## src/rtl/pdot_pkg.sv

```systemverilog
package pdot_pkg;

    localparam int WORD_W     = 32;
    localparam int LANES_MAX  = 8;
    localparam int BYTE_LANES = 4;
    localparam int OPND_W     = 9;
    localparam int PROD_W     = 2 * OPND_W;
    localparam int SUM_W      = WORD_W + 2;

    typedef enum logic {
        SPLIT_BYTE   = 1'b0,
        SPLIT_NIBBLE = 1'b1
    } lane_split_e;

    typedef logic signed [OPND_W-1:0] opnd_t;
    typedef logic signed [PROD_W-1:0] prod_t;

    typedef struct packed {
        logic                           valid;
        logic                           sat;
        logic [WORD_W-1:0]              acc;
        logic [LANES_MAX-1:0][PROD_W-1:0] prod;
    } stage1_t;

    typedef struct packed {
        logic              valid;
        logic [WORD_W-1:0] value;
    } stage2_t;

    function automatic opnd_t widen_byte(input logic [7:0] raw, input logic sg);
        return sg ? opnd_t'({raw[7], raw}) : opnd_t'({1'b0, raw});
    endfunction

    function automatic opnd_t widen_nibble(input logic [3:0] raw, input logic sg);
        return sg ? opnd_t'({{5{raw[3]}}, raw}) : opnd_t'({5'b0, raw});
    endfunction

endpackage

```

## src/rtl/pdot_lane_split.sv

```systemverilog
module pdot_lane_split
    import pdot_pkg::*;
#(
    parameter int LANES = LANES_MAX,
    parameter int BLANES = BYTE_LANES
) (
    input  logic [WORD_W-1:0]            word,
    input  lane_split_e                  split,
    input  logic                         sg,
    output logic [LANES-1:0][OPND_W-1:0] opnd
);

    for (genvar i = 0; i < LANES; i++) begin : g_lane
        if (i < BLANES) begin : g_dual
            always_comb begin
                if (split == SPLIT_BYTE)
                    opnd[i] = widen_byte(word[8*i +: 8], sg);
                else
                    opnd[i] = widen_nibble(word[4*i +: 4], sg);
            end
        end else begin : g_nib_only
            always_comb begin
                if (split == SPLIT_BYTE)
                    opnd[i] = '0;
                else
                    opnd[i] = widen_nibble(word[4*i +: 4], sg);
            end
        end
    end

endmodule

```

## src/rtl/pdot_lane_mul.sv

```systemverilog
module pdot_lane_mul
    import pdot_pkg::*;
(
    input  logic [OPND_W-1:0] a,
    input  logic [OPND_W-1:0] b,
    output logic [PROD_W-1:0] p
);

    opnd_t sa;
    opnd_t sb;
    prod_t sp;

    always_comb begin
        sa = opnd_t'(a);
        sb = opnd_t'(b);
        sp = sa * sb;
        p  = sp;
    end

endmodule

```

## src/rtl/pdot_reduce.sv

```systemverilog
module pdot_reduce
    import pdot_pkg::*;
#(
    parameter int LANES = LANES_MAX
) (
    input  logic [LANES-1:0][PROD_W-1:0] prod,
    input  logic [WORD_W-1:0]            acc,
    input  logic                         sat,
    output logic [WORD_W-1:0]            value
);

    localparam logic signed [SUM_W-1:0] POS_LIMIT = SUM_W'((64'sd1 <<< (WORD_W-1)) - 1);
    localparam logic signed [SUM_W-1:0] NEG_LIMIT = -SUM_W'(64'sd1 <<< (WORD_W-1));

    logic signed [SUM_W-1:0] lane_sum;
    logic signed [SUM_W-1:0] total;

    always_comb begin
        lane_sum = '0;
        for (int i = 0; i < LANES; i++) begin
            lane_sum = lane_sum + SUM_W'(prod_t'(prod[i]));
        end
        total = lane_sum + {{(SUM_W-WORD_W){acc[WORD_W-1]}}, acc};
        if (!sat)
            value = total[WORD_W-1:0];
        else if (total > POS_LIMIT)
            value = POS_LIMIT[WORD_W-1:0];
        else if (total < NEG_LIMIT)
            value = NEG_LIMIT[WORD_W-1:0];
        else
            value = total[WORD_W-1:0];
    end

endmodule

```

## src/rtl/packed_dot_acc.sv

```systemverilog
module packed_dot_acc
    import pdot_pkg::*;
(
    input  logic        clk,
    input  logic        rst,
    input  logic        in_valid,
    input  logic        lane_mode,
    input  logic        signed_en,
    input  logic        sat_en,
    input  logic [31:0] src_a,
    input  logic [31:0] src_b,
    input  logic [31:0] acc_in,
    output logic        out_valid,
    output logic [31:0] result
);

    lane_split_e                      split;
    logic [LANES_MAX-1:0][OPND_W-1:0] opnd_a;
    logic [LANES_MAX-1:0][OPND_W-1:0] opnd_b;
    logic [LANES_MAX-1:0][PROD_W-1:0] prod_c;
    logic [WORD_W-1:0]                reduced;
    stage1_t                          s1_q;
    stage2_t                          s2_q;

    assign split = lane_split_e'(lane_mode);

    pdot_lane_split #(.LANES(LANES_MAX), .BLANES(BYTE_LANES)) split_a_i (
        .word (src_a),
        .split(split),
        .sg   (signed_en),
        .opnd (opnd_a)
    );

    pdot_lane_split #(.LANES(LANES_MAX), .BLANES(BYTE_LANES)) split_b_i (
        .word (src_b),
        .split(split),
        .sg   (signed_en),
        .opnd (opnd_b)
    );

    for (genvar i = 0; i < LANES_MAX; i++) begin : g_mul
        pdot_lane_mul mul_i (
            .a(opnd_a[i]),
            .b(opnd_b[i]),
            .p(prod_c[i])
        );
    end

    always_ff @(posedge clk) begin
        if (rst) begin
            s1_q.valid <= 1'b0;
        end else begin
            s1_q.valid <= in_valid;
        end
        s1_q.sat  <= sat_en;
        s1_q.acc  <= acc_in;
        s1_q.prod <= prod_c;
    end

    pdot_reduce #(.LANES(LANES_MAX)) reduce_i (
        .prod (s1_q.prod),
        .acc  (s1_q.acc),
        .sat  (s1_q.sat),
        .value(reduced)
    );

    always_ff @(posedge clk) begin
        if (rst) begin
            s2_q.valid <= 1'b0;
        end else begin
            s2_q.valid <= s1_q.valid;
        end
        s2_q.value <= reduced;
    end

    assign out_valid = s2_q.valid;
    assign result    = s2_q.value;

endmodule

```

## config.mk

```make
export PLATFORM = sky130hd
export DESIGN_NAME = packed_dot_acc
export DESIGN_NICKNAME = d
export VERILOG_FILES = /design/src/rtl/pdot_pkg.sv /design/src/rtl/pdot_lane_split.sv /design/src/rtl/pdot_lane_mul.sv /design/src/rtl/pdot_reduce.sv /design/src/rtl/packed_dot_acc.sv
export SDC_FILE = /design/constraint.sdc
export NUM_CORES = 2
export LEC_CHECK = 0
export CAP_MARGIN = 10
export CORE_MARGIN = 1
export CORE_UTILIZATION = 50
export DETAILED_ROUTE_END_ITERATION = 16
export DONT_BUFFER_PORTS = 1
export GPL_TIMING_DRIVEN = 0
export PLACE_DENSITY = 0.62
export SETUP_SLACK_MARGIN = 0.5
export SYNTH_ARGS = -nofsm -noshare
export SYNTH_HDL_FRONTEND = slang
export SYNTH_SLANG_ARGS = --single-unit
export TNS_END_PERCENT = 5
```

## constraint.sdc

```tcl
create_clock -name clk -period 17.3 [get_ports clk]
set_clock_uncertainty 0.15 [all_clocks]
set_input_delay 3.46 -clock clk [delete_from_list [all_inputs] [get_ports clk]]
set_output_delay 3.46 -clock clk [all_outputs]
set_load 0.1 [all_outputs]
```

==> key figures <==
Cells and area
  • Final cell area excluding filler cells: 33840 µm²
  • Top library cells by usage in the layout, fill and taps aside: inv_1, fa_1, ha_1, nand2_1, dfxtp_1
  • Fraction of final layout cells with drive strength greater than 1: 3.848%
  • Most common cell after layout, fill and taps aside: inv_1
  • Final cell count without fillers: 4226
  • Net count reported at finish: 4437
  • Number of fillers in the final layout: 5722
  • Area Growth Syn to Fin: 6.272%

Min path
  • Capture endpoint of the worst hold path: out_valid
  • Number of cells traversed by the worst hold path: 1
  • Class of the worst hold path: reg -> reg
  • Start point of the worst min-delay path: s1_q[177]

Place
  • Post-Place Cells: 4176
  • Number of buffers added on ports: 0
  • Post-detailed-placement half-perimeter wirelength: 68870 µm
  • Placer Congestion: 0.9324
  • Worst setup slack before clock tree synthesis: 5814 ps
  • Instance area at placement: 32900 µm²

Detailed routing
  • Vias: 21.62k
  • Final ANT Viol Nets: 0
  • DRC: 2
  • Total routed wirelength: 78060 µm
  • Mean number of vias per cell: 5.116
  • Routed wirelength normalized by instance count: 18.47 µm
  • Number of optimization iterations in the first detailed-route pass: 12
  • Initial detailed-routing violation count: 1285

Die
  • Floorplan core area: 62970 µm²
  • Vertical extent of the die: 254.3 µm
  • Die Area: 64690 µm²
  • Horiz. Die Dim: 254.3 µm
  • Initial Util: 50.57%
  • Ports placed on the boundary: 135
  • Number of rows in the core area: 92

Timing
  • Transition time at the pin with the least slew margin: 1164 ps
  • Slew HR: 22.37%
  • Min cycle time layout: 10960 ps
  • Final hold violation count: 0
  • Final-report setup violation count: 0
  • Maximum clock frequency: 91.27 MHz
  • Max Transition Viols Final: 0
  • Setup slack after layout: 6344 ps
  • Setup repair after global routing missed its margin: no
  • Crit share post-route: 63.33%
  • Setup TNS: 0 ps

Worst setup path
  • Path depth of the worst reg2reg path: 26
  • Worst-path maximum fanout: 10
  • Launch instance of the worst register-to-register path: s1_q[1]
  • Required time at the endpoint of the critical path: 17580 ps
  • Crit path arrival time: 11240 ps
  • Critical Path End Type: register
  • CP startpoint kind: primary input
  • Largest stage delay on the critical path: 670 ps
  • Setup slack of the most critical reg-to-reg path: 9870 ps
  • Critical setup path kind: in -> reg
  • Reg-to-reg critical path endpoint: result[14]
  • Slowest cell on the critical path: clkbuf_1

Clocking
  • Number of buffers added by the clock tree synthesis step: 26
  • Maximum clock path buffer count: 3
  • Clock Latency Late Sink: 570 ps
  • Reg clk slew, reported paths: 60 ps
  • TritonCTS clock tree: built
  • Clock Sinks: 211
  • Post-CTS setup buffer count: 0
  • Clock tree root buffer cell: clkbuf_16
  • Cts-stage hold buffer count: 0
  • Maximum level of the CTS H-tree: 1
  • Post-CTS Resized: 0

Logic synthesis
  • Cell type with the highest aggregate area in the netlist: fa_1
  • Number of enable flip-flop cells after synthesis: 0
  • Main flop type after synthesis: dfxtp_1
  • Register bit count reported by yosys: 211
  • Top post-synthesis cells by area: fa_1, ha_1, dfxtp_1, inv_1, xnor2_1
  • Portion of synthesized cell area occupied by the leading cell type: 39.30%
  • Number of different library cells in the post-synthesis netlist: 61
  • Register area share after synthesis: 13.27%
  • Avg Cell Area, Syn: 9.561 µm²
  • Gate Count Post-Synth: 3330
  • Mapped Area: 31840 µm²
  • Net count of the mapped netlist: 4409
  • Warning count from the yosys run: 0
  • Share of synthesized flip-flops with an asynchronous set or reset: 0%

Run
  • Number of max-cap violations: 0

GRT
  • All-Layer GR Usage: 25.72%
  • Antenna violations before repair: 8
  • Wire length of the first global-routing pass: 126600 µm
  • Pin count of the biggest net entering global routing: 16
  • Aggregate global routing overflow: 0
  • Vias in the first global route: 23.36k

Run status
  • Violations in the final reports: DRC
  • Outcome: finished, violations left
kinds of logic after synthesis:
group                    count (synthesis)  share of synthesized area, %
adder cells (fa/ha/maj)                977                         53.13
flip-flops                             211                         13.27
AO/OA/AOI/OAI                          348                         7.168
AND/OR/NAND/NOR                        664                         9.683
buffers and inverters                  931                         11.11
multiplexers                            29                        0.9706
XOR/XNOR                               170                         4.676
synthesized netlist by cell type, drive strengths merged (25+ instances only):
master	count
and3	57
clkbuf	39
a21oi	123
ha	352
fa	625
xor2	34
nor2	129
xnor2	136
nand3	54
dfxtp	211
o21ai	89
inv	876
nand2b	25
a21o	41
o21bai	39
and2	46
nor2b	28
nand2	269
worst max-delay path: cells and delay by family:
family	cells	cell delay (ps)
xor+xnor	1	350
buf+inv	8	2930
compound gates	7	1340
simple gates	3	430
fa+ha+maj	7	2720
sequential cells by signal, indices dropped and copies added (netlist names):
signal / cells
out_valid: 1
result: 32
s1_q: 178
how the worst max path moves through the flow:
stage	from	endpoint	slack (ps)	depth (start not counted)
after floorplan	lane_mode	s1_q[143]	7820	26
after global placement	lane_mode	s1_q[143]	5870	26
after detailed placement	lane_mode	s1_q[143]	5810	26
after CTS	lane_mode	s1_q[143]	6390	26
after global routing	lane_mode	s1_q[143]	5840	26
final	lane_mode	s1_q[143]	6340	26
layer usage:
| layer | routed length, µm | global-route usage (%) | part of all wire [%] |
|---|---|---|---|
| met5 | 13 | 0 | 0.017 |
| met4 | 1998 | 6.024 | 2.6 |
| met3 | 6996 | 7.267 | 9.0 |
| met2 | 35020 | 40.78 | 45 |
| met1 | 34030 | 34.84 | 44 |
stage by stage:
stage / hold slack [ps] / utilization [%]
after floorplan: 263.8 / -
after global placement: 280.7 / 52.25
after detailed placement: 296.4 / 52.25
after CTS: 306.8 / 53.73
after global routing: 328.8 / 53.73
final: 303.8 / 53.74
layout make-up:
class / instances / area, µm² / area share, %
diodes: 2 / 5.005 / 0.01479
plain buffers: 55 / 247.7 / 0.7322
clock buffers: 30 / 695.7 / 2.056
clock inverters: 18 / 237.7 / 0.7026
inverters: 876 / 3288 / 9.718
multi-input cells: 2188 / 24080 / 71.16
flip-flops and latches: 211 / 4224 / 12.48
well taps: 846 / 1059 / 3.128
Power is not shown: default switching activity piles up to over one toggle a cycle in this logic, so the estimate is an artifact.
